<file path="src/rtl/mdu_pkg.sv">
package mdu_pkg;
  typedef enum logic [2:0] {
    ADR_ALO  = 3'd0,
    ADR_AHI  = 3'd1,
    ADR_B    = 3'd2,
    ADR_REM  = 3'd3,
    ADR_CTRL = 3'd4
  } mdu_addr_e;

  localparam int CTRL_RUN_BIT  = 7;
  localparam int CTRL_MODE_BIT = 0;
endpackage

</file>
<file path="src/rtl/mdu_seq.sv">
module mdu_seq #(
  parameter int OPW = 16
) (
  input  logic clk,
  input  logic rst,
  input  logic ctrl_we,
  input  logic wr_run,
  input  logic wr_mul,
  output logic busy,
  output logic mode_mul,
  output logic start,
  output logic step,
  output logic irq
);
  localparam int CNT_W = $clog2(2 * OPW);
  localparam logic [CNT_W-1:0] MUL_LAST = CNT_W'(OPW - 1);
  localparam logic [CNT_W-1:0] DIV_LAST = CNT_W'(2 * OPW - 1);

  logic [CNT_W-1:0] cnt;
  logic             last;
  logic             stop_req;

  assign start    = ctrl_we & wr_run & ~busy;
  assign last     = busy & (cnt == (mode_mul ? MUL_LAST : DIV_LAST));
  assign stop_req = ctrl_we & ~wr_run & busy & ~last;
  assign step     = busy & ~stop_req;

  always_ff @(posedge clk) begin
    if (rst) begin
      busy     <= 1'b0;
      mode_mul <= 1'b0;
      cnt      <= '0;
      irq      <= 1'b0;
    end else begin
      irq <= step & last;
      if (ctrl_we) mode_mul <= wr_mul;
      if (start) begin
        busy <= 1'b1;
        cnt  <= '0;
      end else if (step) begin
        cnt <= cnt + 1'b1;
        if (last) busy <= 1'b0;
      end else if (stop_req) begin
        busy <= 1'b0;
      end
    end
  end
endmodule

</file>
<file path="src/rtl/mdu_arith.sv">
module mdu_arith #(
  parameter int OPW = 16
) (
  input  logic             clk,
  input  logic             rst,
  input  logic             start,
  input  logic             start_mul,
  input  logic             step,
  input  logic             mode_mul,
  input  logic [OPW-1:0]   b,
  input  logic             lo_we,
  input  logic             hi_we,
  input  logic [OPW-1:0]   wdata,
  output logic [2*OPW-1:0] a_q,
  output logic [OPW-1:0]   rem_q
);
  localparam int AW = 2 * OPW;

  logic [OPW:0]   mul_sum;
  logic [AW-1:0]  mul_next;
  logic [OPW:0]   div_trial;
  logic           div_ge;
  logic [OPW:0]   div_diff;
  logic [AW-1:0]  div_next_a;
  logic [OPW-1:0] div_next_r;

  always_comb begin
    // shift-add: upper half accumulates, lower half shifts out multiplier bits
    mul_sum  = {1'b0, a_q[AW-1:OPW]} + (a_q[0] ? {1'b0, b} : '0);
    mul_next = {mul_sum, a_q[OPW-1:1]};
    // restoring step: bring in the next dividend bit, subtract if it fits
    div_trial  = {rem_q, a_q[AW-1]};
    div_ge     = div_trial >= {1'b0, b};
    div_diff   = div_trial - {1'b0, b};
    div_next_r = div_ge ? div_diff[OPW-1:0] : div_trial[OPW-1:0];
    div_next_a = {a_q[AW-2:0], div_ge};
  end

  always_ff @(posedge clk) begin
    if (rst) begin
      a_q   <= '0;
      rem_q <= '0;
    end else begin
      if (start) begin
        rem_q <= '0;
        if (start_mul) a_q[AW-1:OPW] <= '0;
      end else if (step) begin
        if (mode_mul) begin
          a_q <= mul_next;
        end else begin
          a_q   <= div_next_a;
          rem_q <= div_next_r;
        end
      end
      if (lo_we) a_q[OPW-1:0]  <= wdata;
      if (hi_we) a_q[AW-1:OPW] <= wdata;
    end
  end
endmodule

</file>
<file path="src/rtl/muldiv_periph.sv">
module muldiv_periph #(
  parameter int OPW = 16
) (
  input  logic           clk,
  input  logic           rst,
  input  logic           bus_we,
  input  logic [2:0]     bus_addr,
  input  logic [OPW-1:0] bus_wdata,
  output logic [OPW-1:0] bus_rdata,
  output logic           irq_done
);
  import mdu_pkg::*;

  localparam int AW = 2 * OPW;

  logic           busy, mode_mul, start, step;
  logic           ctrl_we, lo_we, hi_we, b_we;
  logic [OPW-1:0] b_q;
  logic [AW-1:0]  a_q;
  logic [OPW-1:0] rem_q;

  assign ctrl_we = bus_we & (bus_addr == ADR_CTRL);
  assign lo_we   = bus_we & (bus_addr == ADR_ALO);
  assign hi_we   = bus_we & (bus_addr == ADR_AHI);
  assign b_we    = bus_we & (bus_addr == ADR_B);

  always_ff @(posedge clk) begin
    if (rst) b_q <= '0;
    else if (b_we) b_q <= bus_wdata;
  end

  mdu_seq #(.OPW(OPW)) u_seq (
    .clk      (clk),
    .rst      (rst),
    .ctrl_we  (ctrl_we),
    .wr_run   (bus_wdata[CTRL_RUN_BIT]),
    .wr_mul   (bus_wdata[CTRL_MODE_BIT]),
    .busy     (busy),
    .mode_mul (mode_mul),
    .start    (start),
    .step     (step),
    .irq      (irq_done)
  );

  mdu_arith #(.OPW(OPW)) u_arith (
    .clk       (clk),
    .rst       (rst),
    .start     (start),
    .start_mul (bus_wdata[CTRL_MODE_BIT]),
    .step      (step),
    .mode_mul  (mode_mul),
    .b         (b_q),
    .lo_we     (lo_we),
    .hi_we     (hi_we),
    .wdata     (bus_wdata),
    .a_q       (a_q),
    .rem_q     (rem_q)
  );

  always_ff @(posedge clk) begin
    if (rst) begin
      bus_rdata <= '0;
    end else begin
      bus_rdata <= '0;
      case (bus_addr)
        ADR_ALO:  bus_rdata <= a_q[OPW-1:0];
        ADR_AHI:  bus_rdata <= a_q[AW-1:OPW];
        ADR_B:    bus_rdata <= b_q;
        ADR_REM:  bus_rdata <= rem_q;
        ADR_CTRL: begin
          bus_rdata[CTRL_RUN_BIT]  <= busy;
          bus_rdata[CTRL_MODE_BIT] <= mode_mul;
        end
        default:  bus_rdata <= '0;
      endcase
    end
  end
endmodule

</file>
<file path="config.mk">
export PLATFORM = sky130hd
export DESIGN_NAME = muldiv_periph
export DESIGN_NICKNAME = d
export VERILOG_FILES = /design/src/rtl/mdu_pkg.sv /design/src/rtl/mdu_seq.sv /design/src/rtl/mdu_arith.sv /design/src/rtl/muldiv_periph.sv
export SDC_FILE = /design/constraint.sdc
export NUM_CORES = 1
export LEC_CHECK = 0
export CAP_MARGIN = 20
export CORE_MARGIN = 3
export CORE_UTILIZATION = 35
export CTS_BUF_LIST = sky130_fd_sc_hd__clkbuf_4
export DETAILED_ROUTE_END_ITERATION = 8
export DONT_BUFFER_PORTS = 1
export PLACE_DENSITY_LB_ADDON = 0.08
export SETUP_SLACK_MARGIN = 0.4
export SYNTH_ARGS = -nofsm -noshare
export SYNTH_HDL_FRONTEND = slang
export SYNTH_SLANG_ARGS = --single-unit
</file>
<file path="constraint.sdc">
create_clock -name clk -period 3.22 [get_ports clk]
set_clock_uncertainty 0.15 [all_clocks]
set_input_delay 0.322 -clock clk [delete_from_list [all_inputs] [get_ports clk]]
set_output_delay 0.322 -clock clk [all_outputs]
set_load 0.05 [all_outputs]
</file>
==> impl.org <==
** Status
- The flow ran to the end, and the final reports show no timing, DRC or antenna violations.

** Floorplanning
- Die area :: 18500 µm²
- Chip Height :: 136 µm
- During I/O placement, the number of pins put on the boundary was 39.
- Area of the core :: 16200 µm²
- In this run the horizontal extent of the chip is 136 µm.
- In this run the core area contains 46 standard-cell rows.
- Initial cell density of the core :: 36.5%

** STA
- Upper clock frequency limit :: 0.361 GHz
- At the pin with the least slew margin, the transition time is 979 ps.
- Hold Slack :: 51.0 ps
- Clock period minus worst slack :: 2770 ps
- Setup violations remaining at the end of the flow were counted as 0.
- Hold violation count in the final report :: 0
- Setup TNS :: 0 ps
- Final slew viol count :: 0
- RSZ-0062 raised after global routing :: true
- The worst pin sits at a relative slew slack of 34.5%.
- In the finished design, the share of the clock period the worst path needs comes to 86.1%.

** Synth
- Portion of synthesized cell area occupied by the leading cell type :: 29.7%
- The synthesized netlist occupies a cell area of 5930 µm².
- Most used flip-flop cell after synthesis :: sky130_fd_sc_hd__dfxtp_1
- Syn Area/Cell :: 7.75 µm²
- By area the synthesized netlist is led by sky130_fd_sc_hd__dfxtp_1 (30%), sky130_fd_sc_hd__ha_1 (7.0%), sky130_fd_sc_hd__a21oi_1 (6.8%).
- The synthesized design contains 0 enable-type register cells.
- Number of storage elements in the synthesis netlist :: 88
- Netlist cell types :: 60
- Post-Syn Nets :: 822
- After synthesis, flip-flops and latches occupy 29.7% of the total area.
- Fraction of synthesis flops using an asynchronous set or reset pin :: 0%
- The largest total area in the synthesized netlist belongs to sky130_fd_sc_hd__dfxtp_1.
- Synthesis handed over a netlist of 765 instances.
- Yosys printed 0 warnings.

** Drt
- For this block, the initial DRC count from the detailed router was 417.
- Detail-routed net length per standard cell :: 20.3 µm
- The routed design has 20000 µm of wire.
- Post-DRT Antenna Nets :: 0
- Residual DRC count :: 0
- Count of vias placed by the detailed router :: 5809
- Dividing the detail-routed via count by the number of cells gives 5.89.
- DR pass1 iterations :: 5

** Clocking
- Number of buffers created by CTS :: 9
- Number of clock sinks :: 88
- Clock tree buffer depth :: 2
- Clock insertion delay at the later pin of the skew report :: 500 ps
- TritonCTS clock tree :: built
- The H-tree was split into 3 levels.
- Clock-pin slew reported for the worst setup and hold paths after clock tree synthesis :: 170 ps
- The tree is rooted in a sky130_fd_sc_hd__clkbuf_4.

** Layout
- Filler-free cell count of the finished design :: 987
- After the last flow step, the layout net total stands at 820.
- The filler cells instantiated in the layout total 1690.
- Most frequent cells in the layout :: sky130_fd_sc_hd__dfxtp_1 (85), sky130_fd_sc_hd__a21oi_1 (79), sky130_fd_sc_hd__nor2_1 (70)
- Proportion of layout cells with a drive suffix above 1 :: 8.72%
- Area growth from synthesis to layout :: 11.9%
- Leaving out fill and tap cells, the most frequent cell in the layout is sky130_fd_sc_hd__dfxtp_1.

** Power
- For this design the ratio of total power to cell area is 391 nW/µm².
- Leakage Power :: 0.00239 µW
- VDD sags by at most 0.000193 V.

** GRT
- Entering global routing, the biggest net connects 54 pins.
- The initial antenna violation count came to 1.
- Global routing finished with a remaining overflow of 0.
- Overall routing resource usage :: 21.7%
- Wire length of the first global-routing pass :: 30900 µm
- The via count of the first global-routing pass came to 5478.

** Setup path
- Highest fanout seen on the critical path :: 5
- In this design, the stage delay of the slowest critical-path cell is 390 ps.
- Ordered cell list for the critical path :: and2_4 -> ha_4 -> fa_2 -> a211oi_2 -> o21bai_2 -> o41a_1 -> o22ai_2 -> xnor2_1 -> a222oi_1 -> a211oi_1
- STA classifies the critical path startpoint as a flip-flop.
- Crit Path Category :: reg2reg
- Cell type of the slowest stage on the worst timing path :: sky130_fd_sc_hd__dfxtp_4
- Data required time at the worst endpoint :: 3440 ps
- Arrival time at the worst endpoint :: 2990 ps
- Crit end category :: flip-flop

** Placed design
- Placed wire-length estimate after detailed placement :: 13600 µm
- The number of placed instances, taps included, is 939.
- Total of buffers placed on input and output ports :: 0
- At the end of routability-driven placement, the weighted congestion stood at 0.926.

** Hold path
- The worst hold path belongs to the class in2reg.

** Run
- Max-cap violations in this run came to 0.
[path summary, 6_finish.rpt]
path | endpoint | cells past startpoint | slack (ps) | startpoint
worst min-delay path | bus_rdata[12]$_SDFF_PP0_ | 2 | 50 | bus_addr[1]
worst max-delay path | u_arith.a_q[27]$_SDFFE_PP0P_ | 10 | 450 | u_arith.a_q[0]$_SDFFE_PP0P_
worst min register to register | b_q[8]$_SDFFE_PP0P_ | 2 | 330 | b_q[8]$_SDFFE_PP0P_
worst max register to register | u_arith.a_q[27]$_SDFFE_PP0P_ | 10 | 450 | u_arith.a_q[0]$_SDFFE_PP0P_
[cells by family (layout without fill, tap and decap cells)]
| group | Yosys count | count (layout) | share of synthesized area (%) |
|---|---|---|---|
| AOI/OAI and AO/OA | 250 | 250 | 27.9 |
| xor gates and xnor gates | 26 | 26 | 3.84 |
| adders and majority gates | 35 | 35 | 7.64 |
| buffers and inverters | 75 | 78 | 5.15 |
| DFF | 88 | 88 | 29.7 |
| muxes | 26 | 26 | 4.54 |
| other | 0 | 3 | 0 |
| and+or+nand+nor | 265 | 265 | 21.3 |
[power breakdown]
group	switching (µW)	leakage [µW]	internal (µW)	total (µW)
logic	338	0.00158	221	559
registers	69.8	0.000716	1130	1200
clock network	439	0.0000942	394	833
total	847	0.00239	1750	2590
[worst max-delay path, delay by kind of cell (launching register included)]
| kind | cells | cell delay [ps] |
|---|---|---|
| XOR/XNOR | 1 | 100 |
| adder cells (fa/ha/maj) | 2 | 540 |
| flip-flops | 1 | 390 |
| AO/OA/AOI/OAI | 6 | 1300 |
| AND/OR/NAND/NOR | 1 | 160 |
[area by class of cell]
cell class                 instances  area, µm²  share of cell area (%)
inverter                          23       86.3                    1.30
timing repair buffer              39        375                    5.66
clock buffer                       9       67.6                    1.02
antenna                            3       7.51                   0.113
sequential                        88       1770                    26.6
tap                              216        270                    4.07
multi-input combinational        602       3940                    59.4
clock inverter                     7        119                    1.79
[sequential cells by signal, summed over array words and instances (netlist names)]
signal          flops
bus_rdata          16
u_seq.busy          1
u_seq.mode_mul      1
u_seq.irq           1
b_q                16
u_arith.rem_q      16
u_arith.a_q        32
u_seq.cnt           5
[per-stage QoR]
step / instance area (µm²) / total power, µW / utilization [%] / setup slack (ps)
finish: 6640 / 2590 / 40.9 / 449
global route: 6640 / 2720 / 40.9 / 313
CTS: 6530 / 2590 / 40.2 / 413
detailed placement: 6080 / 1690 / 37.5 / 334
global placement: 6080 / 1680 / 37.5 / 408
floorplan: 5970 / 1600 / - / 361
[what timing repair did]
item                       CTS  global route
hold endpoints to repair    67             0
hold buffers                23             0
pin swaps                    3             4
resized for setup            2            14
setup endpoints to repair    6            20
buffers inserted             1             4
[layer usage]
layer	global-route usage (%)	up-vias	part of all wire [%]
met5	0	-	0
met3	3.55	38	4.5
li1	-	2794	-
met1	29.0	2800	46
met4	7.95	0	2.8
met2	35.1	177	47
[cell usage after synthesis (all sizes together), types with 8 or more instances]
cell     n
and2    22
ha      33
nand2b   8
a21oi   82
nand2   69
inv     23
xnor2   13
nand3   25
a221oi   9
a211oi  55
nor3    28
o21ai   40
mux2i   19
nor2b   19
xor2    13
nor2    70
buf     18
clkbuf  34
dfxtp   88
Power figures use the tool's default switching activity.
